--- src/rtl/i2c_ptr_pkg.sv ---
package i2c_ptr_pkg;
  // Bus-side protocol states of the target.
  typedef enum logic [2:0] {
    ST_IDLE, // bus free or not yet addressed
    ST_ADDR, // shifting the address byte
    ST_AACK, // driving the address acknowledge
    ST_RX,   // shifting a write byte
    ST_RACK, // driving a write-byte acknowledge
    ST_TX,   // presenting read bits
    ST_TACK, // controller acknowledge slot
    ST_IGN   // off the bus until START/STOP
  } st_e;

  localparam int BYTE_W = 8;
endpackage

--- src/rtl/i2c_ptr_sync.sv ---
module i2c_ptr_sync #(
  parameter int W      = 2,
  parameter int STAGES = 2
) (
  input  logic         clk,
  input  logic         rst_n,
  input  logic [W-1:0] d_i,
  output logic [W-1:0] q_o,
  output logic [W-1:0] rise_o,
  output logic [W-1:0] fall_o
);
  logic [STAGES-1:0][W-1:0] chain;
  logic [W-1:0]             prev;

  always_ff @(posedge clk or negedge rst_n) begin
    if (!rst_n) begin
      chain <= '1;
      prev  <= '1;
    end else begin
      chain <= {chain[STAGES-2:0], d_i};
      prev  <= chain[STAGES-1];
    end
  end

  assign q_o    = chain[STAGES-1];
  assign rise_o = chain[STAGES-1] & ~prev;
  assign fall_o = ~chain[STAGES-1] & prev;
endmodule

--- src/rtl/i2c_ptr_cond.sv ---
module i2c_ptr_cond (
  input  logic scl_lvl_i,
  input  logic sda_rise_i,
  input  logic sda_fall_i,
  output logic start_o,
  output logic stop_o
);
  // Data may only move while the clock is low; a move with SCL high frames a transfer.
  assign start_o = scl_lvl_i & sda_fall_i;
  assign stop_o  = scl_lvl_i & sda_rise_i;
endmodule

--- src/rtl/i2c_ptr_target.sv ---
module i2c_ptr_target
  import i2c_ptr_pkg::*;
#(
  parameter logic [6:0] BASE_ADDR   = 7'h48,
  parameter int         STRAP_W     = 3,
  parameter int         REG_W       = 16,
  parameter int         SYNC_STAGES = 2
) (
  input  logic               clk,
  input  logic               rst_n,
  input  logic               scl_i,
  input  logic               sda_i,
  input  logic [STRAP_W-1:0] strap_i,
  output logic               sda_oe_o,
  output logic [BYTE_W-1:0]  reg_addr_o,
  output logic               wr_valid_o,
  output logic [REG_W-1:0]   wr_data_o,
  input  logic [REG_W-1:0]   rd_data_i
);
  localparam int NBYTE  = REG_W / BYTE_W;
  localparam int BIDX_W = (NBYTE > 1) ? $clog2(NBYTE) : 1;
  localparam logic [BIDX_W-1:0] LAST_BYTE = BIDX_W'(NBYTE - 1);
  localparam logic [3:0] FULL = 4'(BYTE_W);

  logic [1:0] lvl, rise, fall;
  logic       scl_q, sda_q, scl_rise, scl_fall, start, stop;

  i2c_ptr_sync #(.W(2), .STAGES(SYNC_STAGES)) u_sync (
    .clk(clk), .rst_n(rst_n), .d_i({scl_i, sda_i}),
    .q_o(lvl), .rise_o(rise), .fall_o(fall)
  );

  i2c_ptr_cond u_cond (
    .scl_lvl_i(lvl[1]), .sda_rise_i(rise[0]), .sda_fall_i(fall[0]),
    .start_o(start), .stop_o(stop)
  );

  assign scl_q    = lvl[1];
  assign sda_q    = lvl[0];
  assign scl_rise = rise[1];
  assign scl_fall = fall[1];

  st_e                st;
  logic [3:0]         cnt;
  logic [BYTE_W-1:0]  sh, ptr_q;
  logic               rw_q, ptr_phase, nack_q, oe_q, wv_q;
  logic [REG_W-1:0]   tx_q, wbuf_q, wdat_q;
  logic [BIDX_W-1:0]  bidx;
  logic               addr_hit;

  assign addr_hit = (sh[7:1] == {BASE_ADDR[6:STRAP_W], strap_i});

  always_ff @(posedge clk or negedge rst_n) begin
    if (!rst_n) begin
      st <= ST_IDLE; cnt <= '0; sh <= '0; ptr_q <= '0;
      rw_q <= 1'b0; ptr_phase <= 1'b0; nack_q <= 1'b0; oe_q <= 1'b0; wv_q <= 1'b0;
      tx_q <= '0; wbuf_q <= '0; wdat_q <= '0; bidx <= '0;
    end else begin
      wv_q <= 1'b0;
      if (start) begin
        st <= ST_ADDR; cnt <= '0; oe_q <= 1'b0;
      end else if (stop) begin
        st <= ST_IDLE; oe_q <= 1'b0;
      end else begin
        unique case (st)
          ST_ADDR, ST_RX: begin
            if (scl_rise && cnt != FULL) begin
              sh  <= {sh[BYTE_W-2:0], sda_q};
              cnt <= cnt + 4'd1;
            end else if (scl_fall && cnt == FULL) begin
              cnt <= '0;
              if (st == ST_ADDR) begin
                if (addr_hit) begin
                  oe_q <= 1'b1; rw_q <= sh[0]; st <= ST_AACK;
                end else begin
                  st <= ST_IGN;
                end
              end else begin
                oe_q <= 1'b1; st <= ST_RACK;
                if (ptr_phase) begin
                  ptr_q <= sh; ptr_phase <= 1'b0; bidx <= '0;
                end else begin
                  wbuf_q <= {wbuf_q[REG_W-BYTE_W-1:0], sh};
                  if (bidx == LAST_BYTE) begin
                    wdat_q <= {wbuf_q[REG_W-BYTE_W-1:0], sh};
                    wv_q   <= 1'b1;
                    bidx   <= '0;
                  end else begin
                    bidx <= bidx + 1'b1;
                  end
                end
              end
            end
          end
          ST_AACK: if (scl_fall) begin
            if (rw_q) begin
              oe_q <= ~rd_data_i[REG_W-1];
              tx_q <= rd_data_i << 1;
              bidx <= '0; cnt <= 4'd1; st <= ST_TX;
            end else begin
              oe_q <= 1'b0; ptr_phase <= 1'b1; cnt <= '0; st <= ST_RX;
            end
          end
          ST_RACK: if (scl_fall) begin
            oe_q <= 1'b0; st <= ST_RX;
          end
          ST_TX: if (scl_fall) begin
            if (cnt == FULL) begin
              oe_q <= 1'b0; st <= ST_TACK;
            end else begin
              oe_q <= ~tx_q[REG_W-1];
              tx_q <= tx_q << 1;
              cnt  <= cnt + 4'd1;
            end
          end
          ST_TACK: begin
            if (scl_rise) nack_q <= sda_q;
            else if (scl_fall) begin
              if (nack_q) begin
                st <= ST_IGN;
              end else if (bidx == LAST_BYTE) begin
                oe_q <= ~rd_data_i[REG_W-1];
                tx_q <= rd_data_i << 1;
                bidx <= '0; cnt <= 4'd1; st <= ST_TX;
              end else begin
                oe_q <= ~tx_q[REG_W-1];
                tx_q <= tx_q << 1;
                bidx <= bidx + 1'b1; cnt <= 4'd1; st <= ST_TX;
              end
            end
          end
          default: ;
        endcase
      end
    end
  end

  assign sda_oe_o   = oe_q;
  assign reg_addr_o = ptr_q;
  assign wr_valid_o = wv_q;
  assign wr_data_o  = wdat_q;

  // SDA must never move under a high clock, or the controller sees START/STOP.
  assert_sda_quiet_high_R9: assert property (@(posedge clk) disable iff (!rst_n)
    (scl_q && $past(scl_q)) |-> $stable(sda_oe_o));

  assert_ack_needs_match_R1: assert property (@(posedge clk) disable iff (!rst_n)
    (st == ST_AACK) |-> addr_hit);

  assert_ignore_silent_R3: assert property (@(posedge clk) disable iff (!rst_n)
    (st == ST_IGN) |-> !sda_oe_o);

  assert_ctrl_ack_free_R8: assert property (@(posedge clk) disable iff (!rst_n)
    (st == ST_TACK) |-> !sda_oe_o);

  assert_strobe_single_R10: assert property (@(posedge clk) disable iff (!rst_n)
    wr_valid_o |=> !wr_valid_o);
endmodule

--- config.mk ---
export PLATFORM = sky130hd
export DESIGN_NAME = i2c_ptr_target
export DESIGN_NICKNAME = d
export VERILOG_FILES = /design/src/rtl/i2c_ptr_pkg.sv /design/src/rtl/i2c_ptr_sync.sv /design/src/rtl/i2c_ptr_cond.sv /design/src/rtl/i2c_ptr_target.sv
export SDC_FILE = /design/constraint.sdc
export NUM_CORES = 1
export LEC_CHECK = 0
export BUFFER_PORTS_ARGS = -buffer_cell sky130_fd_sc_hd__clkbuf_2
export CAP_MARGIN = 10
export CORE_UTILIZATION = 57
export DETAILED_ROUTE_END_ITERATION = 6
export PLACE_DENSITY_LB_ADDON = 0.05
export SLEW_MARGIN = 20
export SYNTH_ARGS = -nofsm -noshare
export SYNTH_HDL_FRONTEND = slang
export SYNTH_SLANG_ARGS = --single-unit
--- constraint.sdc ---
create_clock -name clk -period 2.65 [get_ports clk]
set_clock_uncertainty 0.1 [all_clocks]
set_input_delay 0.265 -clock clk [delete_from_list [all_inputs] [get_ports clk]]
set_output_delay 0.265 -clock clk [all_outputs]
set_load 0.02 [all_outputs]
== Word level (Yosys, flattened, before mapping) ==
Cells that the tools add are included.

* Output and inout port bits: 26
* Word-level logic and storage cells: 166
* Register bits: 75

* Reduce and logical (&&, ||, !) cells: 20
* Bitwise operators: 13
* Equality and inequality tests: 38
* Mux-type cells: 77
* $add $sub $neg: 2

{| class="wikitable"
|+ Operator list
! operator !! count
|-
| 16-bit 2-to-1 mux || 8
|-
| 16-bit case mux with 3 select lines || 1
|-
| 4-bit inequality test, second input constant || 11
|-
| 4-bit 2-to-1 mux || 10
|-
| 1-bit 2-to-1 mux || 39
|-
| 3-bit 2-to-1 mux || 13
|-
| 2-bit inequality test, second input constant || 12
|-
| 7-bit AND reduction || 3
|-
| 10-bit AND reduction || 2
|-
| 3-bit inequality test, second input constant || 6
|-
| 9-bit AND reduction || 2
|-
| 4-bit case mux with 4 select lines || 1
|-
| 8-bit AND reduction || 2
|-
| 3-bit case mux with 5 select lines || 1
|-
| 11-bit AND reduction || 1
|-
| 3-bit == test, second input constant || 3
|-
| 4-bit AND reduction || 2
|-
| 7-bit == test || 1
|-
| 1-bit NOT || 7
|-
| 7-bit nonzero test || 1
|-
| 3-bit by 2-bit == test with 1-bit output, second input constant || 2
|-
| 3-bit nonzero test || 2
|-
| 5-bit inequality test, second input constant || 1
|-
| 1-bit case mux with 5 select lines || 1
|-
| other kinds (14) || 18
|}

== Longest topological paths before layout ==
* Depth in word-level cells: 8
* Gate-level depth with buffers: 9
* Mapped depth without buffers: 7

== Hierarchy ==
Synthesis repeated with hierarchy kept, for this count alone.

* Cell total of the unflattened synthesis: 303
* Area, all modules: 3523.4 um^2

{| class="wikitable"
|+ By module, submodules not included
! module !! area each (um^2) !! cells an instance !! instances !! sequential area each (um^2)
|-
| i2c_ptr_target || 3303.2 || 289 || 1 || 1701.6
|-
| i2c_ptr_sync || 207.7 || 12 || 1 || 157.7
|-
| i2c_ptr_cond || 12.5 || 2 || 1 || 0.0
|}

== Worst setup path before layout ==
Ideal clock, no wire load.

* Path kind: register to register
* Start point: register cnt[0]
* End point: register wdat_q[10], in the netlist wr_data_o[10]
* Setup slack: 0.269 ns
* Data arrival time: 2.156 ns
* Required time: 2.425 ns
* Cell stages (with the launch flop): 10
* Path buffers: 2
* Cell sequence: dfrtp_1 -> inv_1 -> ha_1 -> nand3b_1 -> or4_4 -> nor2_8 -> and3_4 -> buf_8 -> buf_12 -> mux2_4

* Cells in the longest elaborated chain, start to end: 4
* Elaborated cells between the ends (all ways): 6
* Classes of those cells: 2 x eq/ne; 1 x bitwise; 3 x reduce/logical

{| class="wikitable"
|+ RTL lines
! what !! RTL line !! text
|-
| start, declared || i2c_ptr_target.sv:44 || <nowiki>logic [3:0] cnt;</nowiki>
|-
| start signal, assigned || i2c_ptr_target.sv:69 || <nowiki>cnt <= cnt + 4'd1;</nowiki>
|-
| start signal, assigned || i2c_ptr_target.sv:113 || <nowiki>cnt <= cnt + 4'd1;</nowiki>
|-
| 4-bit inequality test || i2c_ptr_target.sv:67 || <nowiki>if (scl_rise && cnt != FULL) begin</nowiki>
|-
| 1-bit logical AND || i2c_ptr_target.sv:67 ||
|-
| 1-bit NOT (no line) || -- ||
|-
| 8-bit AND reduction (no line) (*) || -- ||
|-
| end signal, assigned || i2c_ptr_target.sv:85 || <nowiki>wdat_q <= {wbuf_q[REG_W-BYTE_W-1:0], sh};</nowiki>
|-
| end, declared || i2c_ptr_target.sv:47 || <nowiki>logic [REG_W-1:0] tx_q, wbuf_q, wdat_q;</nowiki>
|}

Mark *: on every way between the ends. The rest lies on a longest branch, timed or not.
A chain may end at the register's enable or synchronous reset.

== Worst setup path after layout ==
* Start point: register cnt[0]
* End point: register wdat_q[0], in the netlist wr_data_o[0]

Same word-level chain as after synthesis.

==> results_dict.tcl <==
set metrics [dict create \
    status "finished, final reports clean" \
    worstSetupPathType "flip-flop to flip-flop" \
    power_density_nw_per_um2 781.8 \
    dp_hpwl_um 4802 \
    multiInputGateArea_sq_um 1505 \
    synth-adder-area-share_pct 0.7205 \
    post-route-min-period_ns 2.389 \
    drive_gt1_share_pct 37.71 \
    core-area_sq_um 5886 \
    synth_flop_cell "dfrtp_1" \
    drtPass1Iterations 4 \
    final_core_util_pct 69.64 \
    worst_pin_slew_ns 0.6733 \
    synth-edff-count 0 \
    reg2reg_to "wr_data_o[0]" \
    grt_first_pass_wirelength_um 11900 \
    ios 49 \
    cts_buffers 9 \
    timing.hold.ws_ns 0.03257 \
    place_congestion 0.9310 \
    cp_max_fo 17 \
    synth.area.mux_share_pct 19.52 \
    cts_setup_buffers 0 \
    synth_area_sq_um 3473 \
    whs_endpoint "tx_q[1]" \
    die_w_um 80.06 \
    dieArea_sq_um 6410 \
    rows 28 \
    start_kind "flip-flop" \
    grt_pass1_vias 2447 \
    viasPerCell 5.746 \
    synth_top_area_cell "dfrtp_1" \
    ys_warn_count 0 \
    syn_inst 283 \
    syn_area_per_cell_sq_um 12.27 \
    worstPathRequired_ns 2.79 \
    num-nets-final 370 \
    fin_setup_tns_ns 0 \
    synth-compound-area-share_pct 12.07 \
    min_from "rd_data_i[0]" \
    wire_per_inst_um 16.63 \
    postSynthNetCount 308 \
    r2r_slack_ns 0.26 \
    max_cap_viol_count 0 \
    static-leakage-power_nw 2.026 \
    ant_nets 0 \
    drv_slew 0 \
    hold_depth 3 \
    synth_top_family_by_area "multiplexers" \
    fin_crit_sh_pct 90.17 \
    drt-initial-drc-count 265 \
    cp.arrival_ns 2.53 \
    synth_top_area_share_pct 48.99 \
    clock_path_buffers 2 \
    post_synth_xor_area_fraction_pct 0.7565 \
    fillCellCount 440 \
    cts_resized 0 \
    synth.area.top_cells "dfrtp_1 (49%), mux2_2 (11%), a21oi_1 (5.6%)" \
    grt_max_degree 30 \
    crit_slowest_cell "or4_4" \
    start_util_pct 59.01 \
    slowest_delay_ns 0.48 \
    die_y_um 80.06 \
    area_growth_pct 18.01 \
    antenna_found_initial 0 \
    ir_worst_vdd_mv 0.5016 \
    max_freq_mhz 418.5 \
    port_buffers 48 \
    grtUsageTotal_pct 24.94 \
    postLayoutCellArea_sq_um 4099 \
    synth_common_cells "dfrtp_1 (68), a21oi_1 (39), mux2_2 (34), mux2i_1 (16), nand2_1 (10)" \
    grt_setup_unrepaired "false" \
    placed_cell_area_sq_um 3844 \
    slew_headroom_pct 54.70 \
    vias 2442 \
    yosysMostFrequentCell "dfrtp_1" \
    cts_sinks 74 \
    critPathBufInv 1 \
    synth_seq_cells 74 \
    clk_latency_ns 0.35 \
    ys_types 49 \
    antenna_cells 0 \
    r2r_start "cnt[0]" \
    finalHoldViolCount 0 \
    hold_path_class "input pin to flip-flop" \
    yosys.area_share.simple_pct 10.27 \
    cts_htree_levels 3 \
    rr_worst_depth 7 \
    cts_tree "built" \
    crit_family "simple AND/OR/NAND/NOR gates" \
    regArea_sq_um 1859 \
    finalSetupViolCount 0 \
    drc 0 \
    end_kind "flip-flop" \
    cts-root-buf "clkbuf_8" \
    synth-seq-area-share_pct 53.53 \
    grt.overflow.total 0 \
    path_cells "inv_1, ha_1, nand3b_1, or4_4, nor2_8, and3_4, mux2_2" \
    drt-total-wl_um 7067 \
    async_flop_share_pct 100.0 \
    cts.clk_slew.worst_paths_ns 0.08 \
]
==> cell usage in the layout (no fill, tap or decap), drive strengths merged, types with 5 or more instances in the layout <==
cell type	instances
buf	14
clkbuf	56
nor3	8
nand2	10
nor2b	5
inv	8
nor2	7
mux2i	16
dfstp	6
a21oi	39
dfrtp	68
nand3b	5
mux2	43
o22ai	5
==> metal layers <==
layer / up-vias / part of all wire [%] / GRT usage, %
met3: 9 / 4.4 / 7.159
li1: 1166 / - / -
met5: - / 0 / 0
met4: 0 / 1.3 / 9.286
met1: 1206 / 47 / 34.44
met2: 61 / 47 / 37.35
==> final cells by class <==
type / count / area share, %
flip-flops and latches: 74 / 45.36
multi-input cells: 190 / 36.72
repair buffers: 64 / 9.585
clock buffers: 9 / 3.022
clock inverters: 7 / 2.473
well taps: 75 / 2.289
inverters: 6 / 0.5495
==> state kept, by name, indices dropped and copies added, names as in the netlist <==
signal / flops
wbuf_q: 8
wr_data_o: 16
reg_addr_o: 8
st: 3
tx_q: 15
bidx: 1
ptr_phase: 1
sda_oe_o: 1
u_sync.chain: 2
rw_q: 1
cnt: 4
sh: 8
u_sync.q_o: 2
wr_valid_o: 1
nack_q: 1
u_sync.prev: 2
==> repair_timing <==
action / CTS / global route
endpoints found under the hold margin: 29 / 0
hold buffers: 3 / 0
endpoints found under the setup margin: 0 / 0
==> through the flow <==
stage	worst slack (ns)	std cells	power (mW)
floorplan	0.2688	283	1.987
global placement	0.3454	406	2.198
detailed placement	0.2929	406	2.229
CTS	0.2604	425	3.229
global route	0.1553	425	3.389
finish	0.2606	425	3.204
==> cells by family (layout without fill, tap and decap cells) <==
kind of cell / Yosys count / count (layout)
AOI/OAI and AO/OA: 68 / 68
and+or+nand+nor: 58 / 58
muxes: 59 / 59
adders and majority gates: 2 / 2
DFF: 74 / 74
xor gates and xnor gates: 3 / 3
buffers and inverters: 19 / 86
==> power by group <==
group          total, mW  internal (mW)  switching, mW  leakage, nW
registers           1.57           1.34          0.229        0.943
logic              0.650          0.311          0.339        0.971
clock network      0.983          0.539          0.443        0.112
total               3.20           2.19           1.01         2.03
==> worst max path at each step <==
stage	to	start	depth (start not counted)
4_1_cts	wr_data_o[0]	cnt[0]	7
3_3_place_gp	wr_data_o[4]	cnt[0]	7
3_5_place_dp	wr_data_o[2]	cnt[0]	7
2_1_floorplan	wr_data_o[10]	cnt[0]	9
5_1_grt	wr_data_o[1]	cnt[0]	7
6_report	wr_data_o[0]	cnt[0]	7
==> worst reg2reg max path, cell delays in order, from the launching register on <==
cell and delay [ns]:
dfrtp_1 0.42, inv_1 0.13, ha_1 0.18, nand3b_1 0.11, or4_4 0.48, nor2_8 0.10
and3_4 0.38, mux2_2 0.38
No activity file was read; power rests on OpenSTA's default activity.
